$ cat src/rtl/exc_frame_seq.sv
module exc_frame_seq #(
  parameter bit ODD_SP_OK = 1'b0,
  parameter int VW        = 8
) (
  input  logic          clk,
  input  logic          rst_n,
  input  logic          enter,
  input  logic          leave,
  input  logic          orig_mode,
  input  logic [VW-1:0] vec,
  input  logic [3:0]    fmt,
  input  logic [15:0]   sr_in,
  input  logic [31:0]   pc_in,
  input  logic [31:0]   fault_in,
  input  logic          hw_irq,
  input  logic [2:0]    irq_lvl,
  input  logic [31:0]   istk_in,
  input  logic [31:0]   mstk_in,
  input  logic [31:0]   vec_base,
  output logic          mem_req,
  output logic          mem_we,
  output logic [31:0]   mem_addr,
  output logic [15:0]   mem_wdata,
  input  logic          mem_ack,
  input  logic [15:0]   mem_rdata,
  output logic          busy,
  output logic          done,
  output logic          fmt_err,
  output logic [31:0]   istk_o,
  output logic [31:0]   mstk_o,
  output logic [15:0]   sr_o,
  output logic [31:0]   pc_o
);
  localparam int OFSW = VW + 2;

  typedef enum logic [2:0] {S_IDLE, S_PUSH, S_VEC, S_POP, S_DEC} st_t;

  st_t         st;
  logic [31:0] sp, rpc;
  logic [15:0] lsr, fsr, rsr, rfv;
  logic [3:0]  ffmt;
  logic [2:0]  k;
  logic        dual;

  function automatic logic [3:0] nwords(input logic [3:0] f, input logic e);
    logic [3:0] n;
    n = e ? 4'd4 : 4'd3;
    if (f == 4'd2 || f == 4'd3) n = n + 4'd2;
    else if (f == 4'd4) n = n + 4'd4;
    return n;
  endfunction

  function automatic logic [31:0] even(input logic [31:0] a);
    return ODD_SP_OK ? a : {a[31:1], 1'b0};
  endfunction

  wire        ext     = !orig_mode;
  wire        go_dual = ext && hw_irq && sr_in[12];
  wire [3:0]  f_first = go_dual ? 4'd0 : fmt;
  wire [3:0]  nw      = nwords(ffmt, ext);
  wire [31:0] base    = sp - {27'd0, nw, 1'b0};
  wire [2:0]  xi      = k - (ext ? 3'd4 : 3'd3);
  wire [3:0]  rf      = rfv[15:12];
  wire [31:0] rsp     = sp + (ext ? 32'd8 : 32'd6);
  wire        rf_ok   = !ext || rf inside {4'd0, 4'd1, 4'd2, 4'd3, 4'd4, 4'd7};
  wire [31:0] vaddr   = vec_base + {{(30-VW){1'b0}}, vec, 2'b00} + {30'd0, k[0], 1'b0};

  logic [15:0] pword, nsr;
  logic [31:0] skip;

  always_comb begin
    pword = fsr;
    if (k == 3'd1) pword = pc_in[31:16];
    else if (k == 3'd2) pword = pc_in[15:0];
    else if (k == 3'd3 && ext) pword = {ffmt, 12'({vec, 2'b00})};
    else if (k != 3'd0) begin
      case (xi)
        3'd0:    pword = fault_in[31:16];
        3'd1:    pword = fault_in[15:0];
        3'd2:    pword = pc_in[31:16];
        default: pword = pc_in[15:0];
      endcase
    end
  end

  always_comb begin
    nsr     = sr_in;
    nsr[13] = 1'b1;
    nsr[15] = 1'b0;
    if (hw_irq) nsr[10:8] = irq_lvl;
  end

  always_comb begin
    skip = '0;
    if (ext) begin
      case (rf)
        4'd2, 4'd3: skip = 32'd4;
        4'd4:       skip = 32'd8;
        4'd7:       skip = 32'd52;
        default:    skip = '0;
      endcase
    end
  end

  assign mem_req   = (st == S_PUSH) || (st == S_VEC) || (st == S_POP);
  assign mem_we    = (st == S_PUSH);
  assign mem_addr  = (st == S_PUSH) ? base + {28'd0, k, 1'b0} :
                     (st == S_VEC)  ? vaddr : sp + {28'd0, k, 1'b0};
  assign mem_wdata = pword;
  assign busy      = (st != S_IDLE);

  always_ff @(posedge clk or negedge rst_n) begin
    if (!rst_n) begin
      st <= S_IDLE; sp <= '0; rpc <= '0; lsr <= '0; fsr <= '0; rsr <= '0;
      rfv <= '0; ffmt <= '0; k <= '0; dual <= 1'b0; done <= 1'b0;
      fmt_err <= 1'b0; istk_o <= '0; mstk_o <= '0; sr_o <= '0; pc_o <= '0;
    end else begin
      done    <= 1'b0;
      fmt_err <= 1'b0;
      case (st)
        S_IDLE: begin
          if (enter) begin
            dual   <= go_dual;
            ffmt   <= f_first;
            k      <= 3'(nwords(f_first, ext) - 4'd1);
            fsr    <= sr_in;
            lsr    <= nsr;
            sp     <= even(sr_in[12] ? mstk_in : istk_in);
            istk_o <= istk_in;
            mstk_o <= mstk_in;
            st     <= S_PUSH;
          end else if (leave) begin
            lsr    <= sr_in;
            sp     <= sr_in[12] ? mstk_in : istk_in;
            istk_o <= istk_in;
            mstk_o <= mstk_in;
            k      <= '0;
            st     <= S_POP;
          end
        end
        S_PUSH: if (mem_ack) begin
          if (k != 3'd0) k <= k - 3'd1;
          else begin
            if (lsr[12]) mstk_o <= base; else istk_o <= base;
            if (dual) begin
              dual    <= 1'b0;
              fsr     <= lsr;
              lsr[12] <= 1'b0;
              ffmt    <= 4'd1;
              sp      <= even(istk_o);
              k       <= 3'(nwords(4'd1, ext) - 4'd1);
            end else begin
              k  <= '0;
              st <= S_VEC;
            end
          end
        end
        S_VEC: if (mem_ack) begin
          if (k == 3'd0) begin
            rpc[31:16] <= mem_rdata;
            k          <= 3'd1;
          end else begin
            pc_o <= {rpc[31:16], mem_rdata};
            sr_o <= lsr;
            done <= 1'b1;
            st   <= S_IDLE;
          end
        end
        S_POP: if (mem_ack) begin
          case (k)
            3'd0:    rsr        <= mem_rdata;
            3'd1:    rpc[31:16] <= mem_rdata;
            3'd2:    rpc[15:0]  <= mem_rdata;
            default: rfv        <= mem_rdata;
          endcase
          if (k == (ext ? 3'd3 : 3'd2)) st <= S_DEC;
          else k <= k + 3'd1;
        end
        S_DEC: begin
          if (!rf_ok) begin
            fmt_err <= 1'b1;
            done    <= 1'b1;
            istk_o  <= istk_in;
            mstk_o  <= mstk_in;
            sr_o    <= sr_in;
            pc_o    <= pc_in;
            st      <= S_IDLE;
          end else begin
            if (lsr[12]) mstk_o <= rsp + skip; else istk_o <= rsp + skip;
            lsr <= rsr;
            if (ext && rf == 4'd1) begin
              sp <= (rsr[12] == lsr[12]) ? rsp : (rsr[12] ? mstk_o : istk_o);
              k  <= '0;
              st <= S_POP;
            end else begin
              sr_o <= rsr;
              pc_o <= rpc;
              done <= 1'b1;
              st   <= S_IDLE;
            end
          end
        end
        default: st <= S_IDLE;
      endcase
    end
  end
endmodule

$ cat config.mk
export PLATFORM = sky130hd
export DESIGN_NAME = exc_frame_seq
export DESIGN_NICKNAME = d
export VERILOG_FILES = /design/src/rtl/exc_frame_seq.sv
export SDC_FILE = /design/constraint.sdc
export NUM_CORES = 1
export LEC_CHECK = 0
export BUFFER_PORTS_ARGS = -buffer_cell sky130_fd_sc_hd__buf_4
export CORE_MARGIN = 2
export CORE_UTILIZATION = 35
export DETAILED_ROUTE_END_ITERATION = 8
export MAX_ROUTING_LAYER = met4
export PLACE_DENSITY = 0.57
export SKIP_LAST_GASP = 1
export SLEW_MARGIN = 25
export SYNTH_ARGS = -nofsm -noshare
export SYNTH_HDL_FRONTEND = slang
export SYNTH_SLANG_ARGS = --single-unit
$ cat constraint.sdc
create_clock -name clk -period 5.2 [get_ports clk]
set_input_delay 1.04 -clock clk [delete_from_list [all_inputs] [get_ports clk]]
set_output_delay 1.04 -clock clk [all_outputs]
set_load 0.01 [all_outputs]
After elaboration in Yosys (flattened, before gate mapping)
Index checks and enable logic that the tools add are counted.

Input bits: 214. Bits in registers: 253. Word-level logic and storage cells: 232. Output and inout port bits: 165.

Add/sub/neg operators: 14. Reduce and logical (&&, ||, !) cells: 39. Equal/unequal tests: 42. Multiplexer cells: 118. Bitwise operators: 1.

Operators by type and width (number): 2-to-1 mux 32 bit (31); 2-to-1 mux 16 bit (19); one-hot mux 32 bit (3 select lines) (3); adder 32 x 4 -> 32 bit (3); one-hot mux 16 bit (2 select lines) (3); 2-to-1 mux 3 bit (28); one-hot mux 32 bit (2 select lines) (1); one-hot mux 16 bit (3 select lines) (1); adder 32 x 10 -> 32 bit (1); adder 32 x 2 -> 32 bit (1); adder 32 bit (1); 2-to-1 mux 4 bit (8); subtractor 32 x 5 -> 32 bit (1); one-hot mux 3 bit (5 select lines) (2); equality test 4 x 2 -> 1 bit (second input constant) (6); one-hot mux 12 bit (2 select lines) (1); inequality test 2 bit (second input constant) (11); one-hot mux 6 bit (3 select lines) (1); AND reduction 6 bit (3); equality test 4 x 3 -> 1 bit (second input constant) (4); equality test 3 x 2 -> 1 bit (second input constant) (5); 2-to-1 mux 1 bit (13); inequality test 3 bit (second input constant) (4); AND reduction 3 bit (4); 34 further kinds (59).

Depth between registers and ports, before layout
Depth in word-level cells: 12. Gate-level depth with buffers: 16. Gate-level depth less buffers: 14.

Worst setup path before layout
OpenSTA, ideal clock, no wires.

Path type: input to output. Start point: in orig_mode. End point: out mem_addr[30]. Setup slack: -0.148 ns. Data arrival time: 4.308 ns. Path buffers: 1. Stages: 14. Cell sequence: buf_1 inv_1 ha_1 nor2_1 ha_1 a21o_1 nand2_1 mux2i_1 or4_1 a211oi_2 o211ai_1 nor4_1 xor2_1 o21ai_1.

Cells in the longest elaborated chain, start to end: 7. Elaborated cells on any way between the ends: 8. Those cells by class: add/sub (4); mux (4).

RTL lines: start: declaration (line 9) `input logic orig_mode,`; 2-to-1 mux 3 bit (*) (line 47) `n = e ? 4'd4 : 4'd3;`; adder 3 x 3 -> 4 bit; 2-to-1 mux 4 bit (line 49) `else if (f == 4'd4) n = n + 4'd4;`; 2-to-1 mux 4 bit (*) (line 48) `if (f == 4'd2 || f == 4'd3) n = n + 4'd2;`; subtractor 32 x 5 -> 32 bit (*) (line 61) `wire [31:0] base = sp - {27'd0, nw, 1'b0};`; adder 32 x 4 -> 32 bit (*) (line 107) `assign mem_addr = (st == S_PUSH) ? base + {28'd0, k, 1'b0} :`; 2-to-1 mux 32 bit (*) (line 107); end: declaration (line 22) `output logic [31:0] mem_addr,`.

Mark *: on every way between the ends. The rest lies on a longest branch, timed or not.

Final worst setup path
Start point: reg ffmt[1]. End point: out mem_addr[19].

Cells in the longest elaborated chain, start to end: 6. Elaborated cells on any way between the ends: 9. Those cells by class: add/sub (2); eq/ne (3); mux (3); reduce/logical (1).

RTL lines: start: declaration (line 41) `logic [3:0] ffmt;`; start signal: assignment (line 124) `ffmt <= f_first;`; equality test 4 x 3 -> 1 bit / equality test 4 x 2 -> 1 bit (equally long branches) (line 49, 48); 2-to-1 mux 4 bit / logical OR 1 bit (equally long branches) (line 49, 48); 2-to-1 mux 4 bit (*) (line 48); subtractor 32 x 5 -> 32 bit (*) (line 61); adder 32 x 4 -> 32 bit (*) (line 107); 2-to-1 mux 32 bit (*) (line 107).

Marks and branches as above.

==> impl_results.md <==
* Hold_sp: pc_o[26]
* CP bufs+invs at 5
* Post-Synthesis Net Count at 2503
* Port Buf Inserts at approximately 380
* Routed Antenna Nets at 0
* Syn_area_per_cell at 8.115 um2
* Tightest Hold Check Type: register to register
* Rows at 83
* Worst slack, placed at -0.1656 ns
* Final TNS setup at -0.8661 ns
* Clk pin slew, worst setup/hold paths at roughly 0.06 ns
* Worst reg2reg setup slack at 1.04 ns
* Pwr Density at approximately 700 nW/um2
* Failing checks: setup timing
* Final net count at 2914
* Crit Path Category: register to output pin
* Peak supply drop at 0.3105 mV
* Final Slew Violations at 0
* Grt ovf at 0
* Max frequency at 187.3 MHz
* Maxcap violations at 0
* Post-synth EDFFs at 0
* Post-CTS Hold Fix Bufs at 0
* WP data required at about 4.2 ns
* Vias/cell at 5.952
* Setup violators final at 11
* Initial DRT Pass Iterations at 6
* Netlist Area Pre-Place at about 18000 um2
* Clock buffer depth at 3
* Slowest cell on the critical path: or4_4
* Yosys reg bits at about 240
* I/O pin count at 379
* CP peak stage delay at 0.52 ns
* Layout area overhead at 32.24%
* Clock sink count at 241
* Slew @ Worst Pin at 1.007 ns
* Hold Crit Depth at 2
* Slew headroom at 32.90%
* Die area at 53940 um2
* RSZ-0062 raised after global routing: yes
* Finished Core Util at 46.91%
* CP Capture Type: output pin
* Reg2reg path depth at 9
* Yosys cell types at between 80 and 90
* Largest net degree at the start of global routing at 108
* DP Wirelength at 66.13 mm
* First-pass GRT wire length at 127.0 mm
* Hold Crit Endpoint: pc_o[26]
* Final Total Pwr at 16.94 mW
* CTS H-tree depth at 1
* Critical-path maximum fanout at 5
* CTS Buf Count at 29
* CTS tree: built
* Outcome: finished, violations left
* Sequential fraction of the synthesis area at 33.07%
* Gr usage total at 32.11%
* Ys async rst share at 100.0%
* Initial drt markers at 1926
* Routed wire length at 86.91 mm
* WP data arrival at around 4.3 ns
* Initial Utilization at 35.47%
* Min Tclk post-route at 5.339 ns
* Worst reg2reg path startpoint: sp[5]
* Critical-path cell list: buf_6 > nor3b_4 > buf_6 > xnor2_4 > ha_1 > nor2b_4 > o21a_1 > o21a_1 > or4_4 > a211oi_4 > o211ai_1 > buf_4 > buf_8 > nor4_4 > xnor2_1 > o21ai_1 > buf_4
* Drc violations at 0
* Synth top area share at 33.07%
* Post-synth top area cell: dfrtp_1
* Die Span X at approximately 230 um
* Root buffer cell: clkbuf_16
* Hold Vio Cnt, Final at 0
* Top cells by count, synth: 257 x nand2_1, 241 x dfrtp_1, 230 x nor2_1
* Worst-skew pair later-pin latency at slightly below 0.6 ns
* DP Area at roughly 22000 um2
* Syn Inst Count at 2247
* Fin area at 24110 um2
* Worst r2r dst: istk_o[30]
* Initial antenna violation count at 0
* Share of layout cells above drive strength 1 at 29.53%
* Drt wl/cell at about 26 um
* Cell family with most CP delay: simple AND/OR/NAND/NOR gates
* Core outline area at approximately 51000 um2
* Clock skew at 0.01064 ns
* Count leader, synth: nand2_1
* Placer Congestion at 0.9594
* CP startpoint kind: register
* Routed via count at 20000
* Final worst slack at -0.1390 ns
* Chip height at ~230 um
* Top_reg_cell synth: dfrtp_1
* Synth warn at 0
* LEAKAGE at 10.18 nW
* Vias in the first global route at between 15000 and 20000
* Largest cells by area after synthesis: dfrtp_1 33%, nand2_1 5.3%, mux2_2 4.9%
* Final critical-path share of the clock period at 102.7%
-- final cells by class --
| class | instances | area, um2 |
|---|---|---|
| antenna | 1 | 2.502 |
| clock inverter | 10 | 125.1 |
| fill | 5089 | 27290 |
| clock buffer | 42 | 824.5 |
| tap | 680 | 850.8 |
| sequential | 241 | 6035 |
| timing repair buffer | 547 | 4183 |
| inverter | 41 | 153.9 |
| multi-input combinational | 1798 | 11940 |
-- registers in the layout, summed over array words and instances, names as in the netlist --
name     cells
fmt_err      1
mstk_o      32
rfv          4
pc_o        32
rpc         32
sr_o        16
ffmt         4
k            3
rsr         16
istk_o      32
lsr         16
done         1
sp          32
fsr         16
dual         1
st           3
-- what timing repair did --
action | in CTS | in global routing
endpoints found under the setup margin | 24 | 23
pin swaps | 38 | 43
buffers inserted | 12 | 10
resized for setup | 64 | 56
-- through the flow --
| step | hold WS (ns) | std cells |
|---|---|---|
| after floorplan | 0.4660 | 2247 |
| after global placement | 0.4657 | 3288 |
| after detailed placement | 0.4745 | 3288 |
| after CTS | 0.4874 | 3352 |
| after global routing | 0.5078 | 3359 |
| final | 0.4844 | 3360 |
-- how the worst max path moves through the flow --
stage,startpoint,end,slack [ns],cells past startpoint
floorplan,orig_mode,mem_addr[30],0.03,14
global placement,orig_mode,mem_addr[24],-0.11,15
detailed placement,orig_mode,mem_addr[23],-0.17,14
CTS,ffmt[1],mem_addr[30],-0.17,16
global route,ffmt[1],mem_addr[19],-0.28,19
finish,ffmt[1],mem_addr[19],-0.14,17
-- report_power, final --
group          switching, mW  leakage, nW  total (mW)  internal [mW]
clock                  0.871        0.465        2.07           1.20
combinational           6.44         6.83        10.9           4.51
sequential              1.12         2.89        3.92           2.80
total                   8.43         10.2        16.9           8.51
-- tightest hold or removal path, cell delays in order (launching register included) --
cell and delay (ns):
dfrtp_1 0.35, nand2_1 0.05, o21ai_0 0.06
-- cell usage in the layout (no fill, tap or decap), drive strengths merged, types with 13 or more instances in the layout --
master  netlist  final
nor4         30     30
o221ai       14     14
xor2         66     66
mux2         80     80
nor2        231    231
inv          41     43
a21oi       180    180
nand2       257    257
o211ai       44     44
o22ai        30     30
a222oi       27     27
o21ai       181    181
nor2b        17     17
a211oi       20     20
a31oi        68     68
nand4        31     31
buf          28    547
ha           35     35
dfrtp       241    241
or3          16     16
xnor2        78     78
nand3        61     61
mux2i        50     50
nor3         54     54
nand2b       13     13
clkbuf      139     42
o21a         23     23
a22oi        42     42
-- metal layers --
layer	global-route usage [%]	wire (um)	part of all wire, %
met1	38.62	33860	39
met2	52.48	41310	48
met3	3.635	5515	6.3
met4	17.73	6218	7.2
met5	-	0	0
-- logic make-up after synthesis --
family / synth area share [%]
AOI/OAI and AO/OA: 24.45
xor gates and xnor gates: 6.958
adders and majority gates: 3.170
buffers and inverters: 4.419
DFF: 33.07
muxes: 7.685
and+or+nand+nor: 20.24
(Power assumes the default switching activity.)
